File: config.mk
export PLATFORM = sky130hd
export DESIGN_NAME = dma_chan_arbiter
export DESIGN_NICKNAME = d
export VERILOG_FILES = /design/src/rtl/dmaarb_pkg.sv /design/src/rtl/dmaarb_prio.sv /design/src/rtl/dmaarb_beat.sv /design/src/rtl/dma_chan_arbiter.sv
export SDC_FILE = /design/constraint.sdc
export NUM_CORES = 1
export LEC_CHECK = 0
export BUFFER_PORTS_ARGS = -buffer_cell sky130_fd_sc_hd__buf_4
export CAP_MARGIN = 25
export CORE_MARGIN = 5
export CORE_UTILIZATION = 47
export DETAILED_ROUTE_END_ITERATION = 12
export PLACE_DENSITY = 0.73
export SETUP_SLACK_MARGIN = 0.05
export SKIP_CTS_REPAIR_TIMING = 1
export SLEW_MARGIN = 20
export SYNTH_ARGS = -nofsm -noshare
export SYNTH_HDL_FRONTEND = slang
export SYNTH_SLANG_ARGS = --single-unit
File: constraint.sdc
create_clock -name clk -period 2.8 [get_ports clk]
set_input_delay 0.42 -clock clk [delete_from_list [all_inputs] [get_ports clk]]
set_output_delay 0.42 -clock clk [all_outputs]
set_load 0.01 [all_outputs]
File: src/rtl/dmaarb_pkg.sv
package dmaarb_pkg;

   typedef enum logic [1:0] {
      MODE_SINGLE  = 2'b00,
      MODE_DEMAND  = 2'b01,
      MODE_CASCADE = 2'b10,
      MODE_RSVD    = 2'b11
   } chmode_e;

   typedef enum logic [1:0] {
      ST_IDLE  = 2'b00,
      ST_WAIT  = 2'b01,
      ST_SERVE = 2'b10
   } arb_state_e;

   // reserved encoding behaves as single
   function automatic chmode_e decode_mode(input logic [1:0] raw);
      case (raw)
         2'b01:   decode_mode = MODE_DEMAND;
         2'b10:   decode_mode = MODE_CASCADE;
         default: decode_mode = MODE_SINGLE;
      endcase
   endfunction

endpackage

File: src/rtl/dmaarb_prio.sv
module dmaarb_prio #(
   parameter int NUM_CH = 4
) (
   input  logic [NUM_CH-1:0] req,
   output logic [NUM_CH-1:0] pick,
   output logic              any
);
   logic [NUM_CH:0] seen;

   assign seen[0] = 1'b0;

   generate
      for (genvar i = 0; i < NUM_CH; i++) begin : g_chain
         assign pick[i]   = req[i] & ~seen[i];
         assign seen[i+1] = seen[i] | req[i];
      end
   endgenerate

   assign any = seen[NUM_CH];

   always_comb begin

      pick_subset_chk : assert ((pick & ~req) == '0);

      pick_onehot_chk : assert ($onehot0(pick));
   end
endmodule

File: src/rtl/dmaarb_beat.sv
module dmaarb_beat #(
   parameter int XFER_CYCLES = 2
) (
   input  logic clk,
   input  logic rst_n,
   input  logic run,
   output logic last
);
   localparam int CW = (XFER_CYCLES > 1) ? $clog2(XFER_CYCLES) : 1;
   localparam logic [CW-1:0] TOP = CW'(XFER_CYCLES - 1);

   logic [CW-1:0] cnt;

   generate
      if (XFER_CYCLES < 1) begin : g_bad_len
         $error("XFER_CYCLES must be at least 1");
      end
   endgenerate

   assign last = run && (cnt == TOP);

   always_ff @(posedge clk or negedge rst_n) begin
      if (!rst_n)              cnt <= '0;
      else if (!run || last)   cnt <= '0;
      else                     cnt <= cnt + 1'b1;
   end


   beat_limit_chk : assert property (@(posedge clk) disable iff (!rst_n)
      cnt <= TOP);

   beat_idle_chk : assert property (@(posedge clk) disable iff (!rst_n)
      !run |=> cnt == '0);
endmodule

File: src/rtl/dma_chan_arbiter.sv
module dma_chan_arbiter
   import dmaarb_pkg::*;
#(
   parameter int NUM_CH      = 4,
   parameter int XFER_CYCLES = 2
) (
   input  logic                  clk,
   input  logic                  rst_n,
   input  logic [NUM_CH-1:0]     drq,
   input  logic [NUM_CH-1:0]     ch_mask,
   input  logic [2*NUM_CH-1:0]   ch_mode,
   input  logic                  hlda,
   output logic                  hrq,
   output logic [NUM_CH-1:0]     dack,
   output logic                  bus_drive,
   output logic                  xfer_last
);
   localparam int MODE_W = 2;

   generate
      if (NUM_CH < 2) begin : g_bad_ch
         $error("NUM_CH must be at least 2");
      end
   endgenerate

   arb_state_e         state, state_nxt;
   logic [NUM_CH-1:0]  cur_oh, cur_oh_nxt;
   chmode_e            cur_mode, cur_mode_nxt;

   logic [NUM_CH-1:0]  eligible, excl, cand, win_oh;
   logic               win_any, serving, is_casc, is_demand, cur_req;
   logic               beat_last, tenure_end;
   logic [MODE_W-1:0]  win_raw;

   assign eligible  = drq & ~ch_mask;
   assign serving   = (state == ST_SERVE);
   assign is_casc   = (cur_mode == MODE_CASCADE);
   assign is_demand = (cur_mode == MODE_DEMAND);
   assign cur_req   = |(drq & cur_oh);

   dmaarb_beat #(.XFER_CYCLES(XFER_CYCLES)) u_beat (
      .clk   (clk),
      .rst_n (rst_n),
      .run   (serving && !is_casc),
      .last  (beat_last)
   );

   always_comb begin
      if (!serving)     tenure_end = 1'b0;
      else if (is_casc) tenure_end = !cur_req;
      else              tenure_end = beat_last && !(is_demand && cur_req);
   end

   // a single-mode channel must give the bus back before its next transfer
   assign excl = (tenure_end && !is_casc && !is_demand) ? cur_oh : '0;
   assign cand = eligible & ~excl;

   dmaarb_prio #(.NUM_CH(NUM_CH)) u_prio (
      .req  (cand),
      .pick (win_oh),
      .any  (win_any)
   );

   always_comb begin
      win_raw = '0;
      for (int i = 0; i < NUM_CH; i++) begin
         if (win_oh[i]) win_raw = ch_mode[i*MODE_W +: MODE_W];
      end
   end

   always_comb begin
      state_nxt    = state;
      cur_oh_nxt   = cur_oh;
      cur_mode_nxt = cur_mode;
      case (state)
         ST_IDLE: begin
            if (|eligible) state_nxt = ST_WAIT;
         end
         ST_WAIT: begin
            if (hlda) begin
               if (win_any) begin
                  state_nxt    = ST_SERVE;
                  cur_oh_nxt   = win_oh;
                  cur_mode_nxt = decode_mode(win_raw);
               end else begin
                  state_nxt = ST_IDLE;
               end
            end
         end
         ST_SERVE: begin
            if (tenure_end) begin
               if (win_any && hlda) begin
                  cur_oh_nxt   = win_oh;
                  cur_mode_nxt = decode_mode(win_raw);
               end else begin
                  state_nxt    = ST_IDLE;
                  cur_oh_nxt   = '0;
                  cur_mode_nxt = MODE_SINGLE;
               end
            end
         end
         default: state_nxt = ST_IDLE;
      endcase
   end

   always_ff @(posedge clk or negedge rst_n) begin
      if (!rst_n) begin
         state    <= ST_IDLE;
         cur_oh   <= '0;
         cur_mode <= MODE_SINGLE;
      end else begin
         state    <= state_nxt;
         cur_oh   <= cur_oh_nxt;
         cur_mode <= cur_mode_nxt;
      end
   end

   assign hrq       = (state != ST_IDLE);
   assign dack      = serving ? cur_oh : '0;
   assign bus_drive = serving && !is_casc;
   assign xfer_last = bus_drive && beat_last;


   dack_onehot_chk : assert property (@(posedge clk) disable iff (!rst_n)
      $onehot0(dack));

   dack_needs_hrq_chk : assert property (@(posedge clk) disable iff (!rst_n)
      (|dack) |-> hrq);

   grant_after_hlda_chk : assert property (@(posedge clk) disable iff (!rst_n)
      $rose(|dack) |-> $past(hlda));

   idle_quiet_chk : assert property (@(posedge clk) disable iff (!rst_n)
      (!hrq && ((drq & ~ch_mask) == '0)) |=> !hrq);

   casc_hold_chk : assert property (@(posedge clk) disable iff (!rst_n)
      (serving && is_casc && cur_req) |=> $stable(dack));

   casc_no_strobe_chk : assert property (@(posedge clk) disable iff (!rst_n)
      (serving && is_casc) |-> !xfer_last);
endmodule

Word level (Yosys, flattened, before mapping):

Index checks and enable logic that the tools add are counted.

* flip-flop bits (word level): 9
* latch bits: 0
* RAM bits: 0
* memory bits (read-only): 0
* bits of input ports: 19
* output and inout bits: 7
* word-level logic and storage cells: 77
* memories: 0

* $add $sub $neg: 1
* $mul: 0
* divide/modulo/power cells: 0
* order comparisons: 0
* equal/unequal tests: 11
* shift-type cells: 0
* muxes and demuxes: 26
* bitwise gates (word level): 14
* reductions and logical operators: 21

Operators with widths (count)
* 2-bit two-way mux: 13
* 4-bit two-way mux: 6
* 4-bit bitwise AND: 3
* 1-bit logical AND: 8
* 2-bit != test (second input constant): 4
* 4-bit inverter: 2
* 2-bit case mux with 2 select lines: 2
* 4-bit case mux with 2 select lines: 1
* 4-bit AND reduction: 2
* 4-bit OR reduction: 2
* 2-bit by 1-bit equality test with 1-bit output (second input constant): 3
* 2-bit equality test (second input constant): 3
* 2-bit case mux with 3 select lines: 1
* 1-bit zero test: 5
* 2-bit nonzero test: 2
* 1-bit bitwise AND: 3
* 1-bit two-way mux: 3
* 1-bit inverter: 3
* 1-bit bitwise OR: 3
* 2-bit zero test: 1
* 2-bit by 1-bit != test with 1-bit output (second input constant): 1
* 1-bit adder (second input constant): 1
* 1-bit logical OR: 1

Depth between registers and ports, before layout:

Gate-level depths: netlist (run 1).

* depth in word-level cells: 22
* mapped depth: 7
* depth with buffers taken out: 6

Modules after synthesis:

From an unflattened synthesis (run 1), not the netlist that was laid out.

* cells, all modules: 79
* area, all modules: 734.5 um2

By module, submodules not included
* dma_chan_arbiter: instances 1, cells each 71, area each 655.6 um2, sequential area each 200.2 um2
* dmaarb_beat: instances 1, cells each 3, area each 41.3 um2, sequential area each 25.0 um2
* dmaarb_prio: instances 1, cells each 5, area each 37.5 um2, sequential area each 0.0 um2

Least setup slack after synthesis (run 1):

Ideal clock, no wire load.

* path kind: reg2reg
* start: reg cur_mode[0]
* end: reg cur_oh[3]
* library setup time: 79 ps
* arrival time: 1943 ps
* data required time: 2721 ps
* slack: 777 ps
* cell stages (with the launch flop): 7
* path buffers: 0
* clock period less this slack: 2023 ps
* cell sequence: dfrtp_1 -> xnor2_2 -> a31oi_2 -> o41ai_1 -> nor2_1 -> nor2_4 -> mux2i_1

* longest elaborated chain between the ends: 19
* elaborated cells on any way between the ends: 30
* classes of those cells: eq/ne: 4; mux: 8; bitwise: 7; reduce/logical: 11

Ends and longest elaborated chain
* from (decl): RTL line dma_chan_arbiter.sv:28 `chmode_e cur_mode, cur_mode_nxt;`
* from (signal assigned): RTL line dma_chan_arbiter.sv:114 `cur_mode <= cur_mode_nxt;`
* 2-bit equality test: RTL line dma_chan_arbiter.sv:37 `assign is_casc = (cur_mode == MODE_CASCADE);`
* 1-bit zero test: RTL line dma_chan_arbiter.sv:44, dma_chan_arbiter.sv:55
* 1-bit logical AND: RTL line dma_chan_arbiter.sv:44 `.run (serving && !is_casc),`
* 1-bit logical AND: RTL line dmaarb_beat.sv:20 `assign last = run && (cnt == TOP);`
* 1-bit logical AND: RTL line dma_chan_arbiter.sv:51 `else tenure_end = beat_last && !(is_demand && cur_req);`
* 1-bit two-way mux: RTL line dma_chan_arbiter.sv:50 `else if (is_casc) tenure_end = !cur_req;`
* 1-bit two-way mux: RTL line dma_chan_arbiter.sv:49 `if (!serving) tenure_end = 1'b0;`
* 1-bit logical AND (2 in a row): RTL line dma_chan_arbiter.sv:55 `assign excl = (tenure_end && !is_casc && !is_demand) ? cur_oh : '0;`
* 4-bit two-way mux: RTL line dma_chan_arbiter.sv:55
* 4-bit inverter: RTL line dma_chan_arbiter.sv:56 `assign cand = eligible & ~excl;`
* 4-bit bitwise AND: RTL line dma_chan_arbiter.sv:56
* 1-bit bitwise OR (2 in a row): RTL line dmaarb_prio.sv:15 `assign seen[i+1] = seen[i] | req[i];`
* 1-bit bitwise OR / 1-bit inverter (equally long branches): RTL line dmaarb_prio.sv:15, dmaarb_prio.sv:14
* 1-bit logical AND / 1-bit bitwise AND (equally long branches): RTL line dma_chan_arbiter.sv:92, dmaarb_prio.sv:14
* 4-bit two-way mux, on equally long branches: RTL line dma_chan_arbiter.sv:92, dma_chan_arbiter.sv:81
* 4-bit two-way mux, on equally long branches: RTL line dma_chan_arbiter.sv:91, dma_chan_arbiter.sv:80
* 4-bit case mux with 2 select lines: RTL line dma_chan_arbiter.sv:75 `case (state)`
* to (signal assigned): RTL line dma_chan_arbiter.sv:113 `cur_oh <= cur_oh_nxt;`
* to (decl): RTL line dma_chan_arbiter.sv:27 `logic [NUM_CH-1:0] cur_oh, cur_oh_nxt;`

Parallel ways exist; a longest one is shown, timed or not. The select of a mux whose other input is x is not followed.
A chain may end at the register's enable or synchronous reset.

Worst setup path after layout (run 1):

* start: reg state[0]
* end: reg cur_oh[3]

* longest elaborated chain between the ends: 18
* elaborated cells on any way between the ends: 28
* classes of those cells: eq/ne: 5; mux: 8; bitwise: 7; reduce/logical: 8

Ends and longest elaborated chain
* from (decl): RTL line dma_chan_arbiter.sv:26 `arb_state_e state, state_nxt;`
* from (signal assigned): RTL line dma_chan_arbiter.sv:112 `state <= state_nxt;`
* 2-bit equality test: RTL line dma_chan_arbiter.sv:36, dma_chan_arbiter.sv:75
* 1-bit logical AND: RTL line dma_chan_arbiter.sv:44
* 1-bit logical AND: RTL line dmaarb_beat.sv:20
* 1-bit logical AND: RTL line dma_chan_arbiter.sv:51
* 1-bit two-way mux: RTL line dma_chan_arbiter.sv:50
* 1-bit two-way mux: RTL line dma_chan_arbiter.sv:49
* 1-bit logical AND (2 in a row): RTL line dma_chan_arbiter.sv:55
* 4-bit two-way mux: RTL line dma_chan_arbiter.sv:55
* 4-bit inverter: RTL line dma_chan_arbiter.sv:56
* 4-bit bitwise AND: RTL line dma_chan_arbiter.sv:56
* 1-bit bitwise OR (2 in a row): RTL line dmaarb_prio.sv:15
* 1-bit bitwise OR / 1-bit inverter (equally long branches): RTL line dmaarb_prio.sv:15, dmaarb_prio.sv:14
* 1-bit logical AND / 1-bit bitwise AND (equally long branches): RTL line dma_chan_arbiter.sv:92, dmaarb_prio.sv:14
* 4-bit two-way mux, on equally long branches: RTL line dma_chan_arbiter.sv:92, dma_chan_arbiter.sv:81
* 4-bit two-way mux, on equally long branches: RTL line dma_chan_arbiter.sv:91, dma_chan_arbiter.sv:80
* 4-bit case mux with 2 select lines: RTL line dma_chan_arbiter.sv:75

Parallel ways exist; a longest one is shown, timed or not. The select of a mux whose other input is x is not followed.

==> results of run 1 <==
-- logic make-up after synthesis --
group,share of synthesized area [%]
compound gates,32.3
xor+xnor,2.27
buf+inv,2.27
flops,31.5
mux,2.80
simple gates,28.8
-- worst max-delay path, delay by kind of cell (launching register included) --
| family | cells | cell delay, ps |
|---|---|---|
| AND/OR/NAND/NOR | 3 | 870 |
| AO/OA/AOI/OAI | 2 | 760 |
| flip-flops | 1 | 430 |
| multiplexers | 1 | 200 |
-- Yosys cell counts, drive strengths merged, types with 3 or more instances --
library cell | instances | share of area (%)
a22oi | 3 | 3.8
a31oi | 5 | 8.2
and2 | 5 | 4.4
dfrtp | 9 | 31
inv | 3 | 1.6
nand2 | 5 | 2.6
nand2b | 6 | 5.2
nand3 | 3 | 2.1
nor2 | 6 | 4.2
o21ai | 4 | 2.8
or2 | 3 | 2.6
-- cell usage in the layout, fill, tap and decap left out, types with 2 or more instances in the layout --
| cell | count |
|---|---|
| mux2i_1 | 2 |
| buf_4 | 25 |
| nand2_1 | 5 |
| a22oi_1 | 2 |
| clkbuf_4 | 3 |
| a32o_1 | 2 |
| and2_1 | 5 |
| inv_1 | 3 |
| nand2b_1 | 6 |
| nand3_1 | 3 |
| a221oi_1 | 2 |
| a31oi_1 | 2 |
| a31oi_2 | 2 |
| o21ai_0 | 4 |
| o2bb2ai_1 | 2 |
| a21oi_1 | 2 |
| nor2_1 | 5 |
| or2_2 | 2 |
| dfrtp_1 | 9 |
| a31o_2 | 2 |
-- metrics by stage --
| step | cells | utilization [%] | cell area [um2] | setup WS [ps] |
|---|---|---|---|---|
| 3_3_place_gp | 118 | 62.4 | 918 | 487 |
| 4_1_cts | 122 | 64.2 | 945 | 458 |
| 3_5_place_dp | 118 | 62.4 | 918 | 458 |
| 6_report | 123 | 64.9 | 955 | 465 |
| 5_1_grt | 123 | 64.9 | 955 | 280 |
| 2_1_floorplan | 78 | - | 716 | 777 |
-- worst max path at each step --
stage / end / cells past startpoint / slack [ps] / startpoint
after global routing: cur_mode[1]$_DFFE_PN0P_ / 5 / 280 / state[0]$_DFFE_PN0P_
after detailed placement: cur_mode[1]$_DFFE_PN0P_ / 5 / 460 / state[0]$_DFFE_PN0P_
after global placement: cur_mode[1]$_DFFE_PN0P_ / 5 / 490 / state[0]$_DFFE_PN0P_
final: cur_oh[3]$_DFFE_PN0P_ / 6 / 460 / state[0]$_DFFE_PN0P_
after floorplan: cur_oh[3]$_DFFE_PN0P_ / 6 / 780 / cur_mode[0]$_DFFE_PN0P_
after CTS: cur_mode[1]$_DFFE_PN0P_ / 5 / 460 / state[0]$_DFFE_PN0P_
-- layout make-up --
class	count	area, um2	area share [%]
inverter	3	11.3	1.18
timing repair buffer	26	198	20.7
sequential	9	225	23.6
multi-input combinational	65	474	49.7
tap	16	20.0	2.10
clock buffer	4	26.3	2.75
-- routing by layer --
layer	vias to the layer above	routed length, um
met2	26	901
met4	0	5
li1	356	-
met1	328	809
met3	2	103
met5	-	0
-- state kept, by name, summed over array words and instances (netlist names) --
| register | count |
|---|---|
| cur_oh | 4 |
| cur_mode | 2 |
| state | 2 |
| u_beat.cnt | 1 |
-- power by group through the flow --
stage          combinational, mW  sequential, mW  clock [mW]
5_1_grt                    0.379           0.286       0.113
3_5_place_dp               0.338           0.278           0
3_3_place_gp               0.339           0.277           0
4_1_cts                    0.343           0.275       0.104
6_report                   0.342           0.278       0.101
2_1_floorplan              0.246           0.254           0
==> summary.txt, run 1 <==
Status: finished clean
Max-Cap Viols: 0
DRT antenna net count: 0
Fin nets: 127
Async set-or-reset flop fraction in the synthesized netlist: 100%
CTS Buffer Depth: 2
Startpoint Class: flip-flop
Worst-path fanout max: 9
Synthesized area: 716 um2
Synthesized net count: 97
Layout cells sized above 1: 38.3%
Sequential share of power: 38.5%
Starting density of the core: 48.6%
PnR Total Power: 0.721 mW
GRT Resource Usage Total: 16.2%
Final setup vio count: 0
Iter 0 DRT Violations: 13
Cell-internal power: 0.408 mW
Slew of the pin with the lowest slew margin: 635 ps
Worst hold path type: in2reg
Synth warn: 0
Gr ovfl total: 0
CTS sink count: 9
Relative slew margins: 57.1%
Diodes inserted: 0
Combinational cell fraction of total power: 47.5%
Main synth FF type: dfrtp_1
Hold EP: state[0]$_DFFE_PN0P_
Largest net degree at the start of global routing: 10
Average wire per standard cell: 14.8 um
Clock transition at path regs: 60 ps
CP Class: reg2reg
Via-to-Cell Ratio: 5.79
Syn avg cell area: 9.18 um2
Switching pwr: 0.313 mW
Hold WS: 374 ps
Synth-to-layout area growth: 33.4%
Clock power frac: 14.0%
CTS tree: yes
Number of synthesized flops with an enable pin: 0
Unique masters post-synth: 36
Endpoint class of the critical path: flip-flop
Top Usage Layer GRT: met2
Flop2flop setup slack: 460 ps
Global Route met2 Usage: 27.0%
Post-synthesis sequential area ratio: 31.5%
GR Layer Usage met3: 4.28%
Drc violations: 0
Initial antenna violation count: 0
Peak VDD IR: 0.000471 V
Cell depth of the worst hold path: 2
Layout filler cell count: 135
Clock period minus worst slack: 2340 ps
Endpoints failing hold: 0
Max H-tree Level: 1
RSZ-0062 raised after global routing: no
# IOs: 26
Max Freq: 428 MHz
Clk_lat worst skew: 260 ps
Hold Startpoint: hlda
PortBufs: 25
R2R Path End: cur_oh[3]$_DFFE_PN0P_
Horiz. Die Dim: 49.0 um
Sum Neg Setup Slack: 0 ps
Critical Path AT: 2520 ps
Switch share: 43.4%
Die area: 0.00240 mm2
Global-route wire length before repair: 3090 um
DPL Wire Length: 1420 um
Synth Register Bits: 9
Via count: 712
P_leak: 0.436 nW
Critical Path Max Stage Delay: 530 ps
Vias in the first global route: 674
Critical-path cell list: and3b_1 > a31oi_2 > o41ai_1 > nor2_1 > nor2_4 > mux2i_1
Chip height: 49.0 um
Final period util: 83.4%
Reg2reg start: state[0]$_DFFE_PN0P_
CP max-delay cell: o41ai_1
Met1 usage: 20.0%
Drt first pass iters: 7
Row Count: 14
Core Region: 0.00147 mm2
Slew Viols, Final: 0
Reg2reg path depth: 6
GP Congestion: 0.789
CTS root buf: clkbuf_4
TritonCTS Buffers: 3
P per Cell Area: 755 mW/mm2
Drt total wl: 1820 um
Fin Clk Skew: 4.71 ps
Mapped Cells: 78
CP Data Required Time: 2990 ps
Note: power is estimated with default switching activity, not from simulation.
==> run 2: changes to the inputs <==
- clock period: 2.8 -> 2.3 ns (I/O delays scaled with it)
==> run 2 against run 1 <==
Worst hold slack worse by 59 ps; final cell count is 4.9% higher; largest cell class unchanged; wire length is 5.3% higher; critical path type unchanged.
==> summary.txt, run 2 (synthesized netlist as in run 1, its figures left out) <==
Status: finished clean (unchanged)
Global-route wire length before repair: 3170 um (was 3090 um)
Largest registers: cur_oh: 4 flops, cur_mode: 2 flops, state: 2 flops (unchanged)
Switching pwr: 0.399 mW (was 0.313 mW)
Critical-path cell list: xnor2_4 > a31oi_2 > or3b_4 > or2_0 > a22oi_2 > a32o_1 (was and3b_1 > a31oi_2 > o41ai_1 > nor2_1 > nor2_4 > mux2i_1)
CP max-delay cell: dfrtp_1 (was o41ai_1)
Clock period minus worst slack: 2080 ps (was 2340 ps)
P per Cell Area: 940 mW/mm2 (was 755 mW/mm2)
CTS tree: yes (unchanged)
Worst path bufs/invs: 0 (unchanged)
Clk_lat worst skew: 260 ps (about the same)
Combinational cell fraction of total power: 54.2% (was 47.5%)
Commonest non-fill, non-tap cells in the layout: 31 x buf_4, 9 x dfrtp_1, 6 x nand2b_1 (was 25 x buf_4, 9 x dfrtp_1, 6 x nand2b_1)
CP Class: reg2reg (unchanged)
Largest net degree at the start of global routing: 10 (unchanged)
CTS sink count: 9 (unchanged)
Max H-tree Level: 1 (unchanged)
Switch share: 41.6% (was 43.4%)
Critical Path AT: 2270 ps (was 2520 ps)
Gr ovfl total: 0 (unchanged)
Slew of the pin with the lowest slew margin: 537 ps (was 635 ps)
Via count: 741 (was 712)
Clock transition at path regs: 60 ps (about the same)
Final setup vio count: 0 (unchanged)
Starting density of the core: 48.6% (unchanged)
Average wire per standard cell: 14.9 um (was 14.8 um)
Fin Clk Skew: 6.22 ps (was 4.71 ps)
CP Data Required Time: 2490 ps (was 2990 ps)
DPL Wire Length: 1560 um (was 1420 um)
Largest Register: cur_oh (unchanged)
Critical Path Max Stage Delay: 440 ps (was 530 ps)
Synth-to-layout area growth: 42.5% (was 33.4%)
Fin nets: 133 (was 127)
Slew Viols, Final: 0 (unchanged)
Delay-heaviest family, CP: simple AND/OR/NAND/NOR gates (unchanged)
PortBufs: 25 (unchanged)
Relative slew margins: 64.2% (was 57.1%)
Horiz. Die Dim: 49.0 um (unchanged)
Sum Neg Setup Slack: 0 ps (unchanged)
Worst Setup Slack, final: 221 ps (was 465 ps)
Fin util: 69.3% (was 64.9%)
Peak VDD IR: 0.000700 V (was 0.000471 V)
DRT antenna net count: 0 (unchanged)
Core Region: 0.00147 mm2 (unchanged)
Endpoints failing hold: 0 (unchanged)
Pre-CTS setup slack: 19.0 ps (was 458 ps)
GRT Resource Usage Total: 16.4% (was 16.2%)
Final period util: 90.4% (was 83.4%)
Die area: 0.00240 mm2 (unchanged)
Chip height: 49.0 um (unchanged)
Drt total wl: 1920 um (was 1820 um)
RSZ-0062 raised after global routing: no (unchanged)
Worst hold path type: in2reg (unchanged)
Row Count: 14 (unchanged)
Cell-internal power: 0.560 mW (was 0.408 mW)
# IOs: 26 (unchanged)
Sequential share of power: 33.4% (was 38.5%)
Diodes inserted: 0 (unchanged)
Worst-path fanout max: 7 (was 9)
CTS Buffer Depth: 2 (unchanged)
Layout cells sized above 1: 43.4% (was 38.3%)
P_leak: 0.473 nW (was 0.436 nW)
Initial antenna violation count: 0 (unchanged)
Via-to-Cell Ratio: 5.74 (was 5.79)
Max-Cap Viols: 0 (unchanged)
Iter 0 DRT Violations: 31 (was 13)
CTS root buf: clkbuf_4 (unchanged)
Clock power frac: 12.4% (was 14.0%)
Vias in the first global route: 694 (was 674)
Drt first pass iters: 4 (was 7)
TritonCTS Buffers: 3 (unchanged)
Most common cell after layout, fill and taps aside: buf_4 (unchanged)
Max Freq: 481 MHz (was 428 MHz)
Startpoint Class: flip-flop (unchanged)
Endpoint class of the critical path: flip-flop (unchanged)
Max reg flops: 4 (unchanged)
Drc violations: 0 (unchanged)
GP Congestion: 0.889 (was 0.789)
[run 2: cell count changes in the layout (fill, tap and decap cells not counted)]
cell / previous run / this run
o41ai_1: 1 / 0
and3b_2: 0 / 1
xnor2_4: 0 / 1
o41ai_2: 0 / 1
buf_4: 25 / 31
and3b_1: 1 / 0
xnor2_2: 1 / 0
[run 2: area by class of cell]
class,count,area (um2)
multi-input combinational,65,494
fill,123,452
timing repair buffer,32,243
sequential,9,225
clock buffer,4,26.3
tap,16,20.0
inverter,3,11.3
[run 2: per-layer routing]
layer	vias up	GRT usage, %	part of all wire (%)
li1	369	-	-
met1	342	22.2	44
met2	28	25.0	49
met3	2	3.36	6.6
met4	0	7.17	0.99
met5	-	0	0
[run 2: stage by stage]
| step | power (mW) | hold WS (ps) | cell area [um2] | std cells |
|---|---|---|---|---|
| CTS | 0.937 | -111 | 990 | 128 |
| finish | 0.959 | 315 | 1020 | 129 |
| floorplan | 0.609 | 49.4 | 716 | 78 |
| global route | 1.04 | 319 | 1020 | 129 |
| detailed placement | 0.810 | 174 | 963 | 124 |
| global placement | 0.802 | 169 | 963 | 124 |
[run 2: final timing paths]
path	start	endpoint	slack, ps	depth (start not counted)
hold / removal	hlda	state[0]$_DFFE_PN0P_	310	2
hold reg to reg	state[1]$_DFFE_PN0P_	state[0]$_DFFE_PN0P_	510	1
setup reg to reg	cur_mode[0]$_DFFE_PN0P_	cur_mode[1]$_DFFE_PN0P_	220	6
setup / recovery	cur_mode[0]$_DFFE_PN0P_	cur_mode[1]$_DFFE_PN0P_	220	6
max in group asynchronous	rst_n	cur_oh[0]$_DFFE_PN0P_	1720	2
min in group asynchronous	rst_n	cur_mode[0]$_DFFE_PN0P_	440	2
[run 2: power by group through the flow]
stage               clock [mW]  sequential, mW  combinational [mW]
detailed placement           0           0.311               0.499
finish                   0.119           0.320               0.520
CTS                      0.125           0.308               0.504
global route             0.138           0.330               0.569
floorplan                    0           0.309               0.300
global placement             0           0.307               0.496
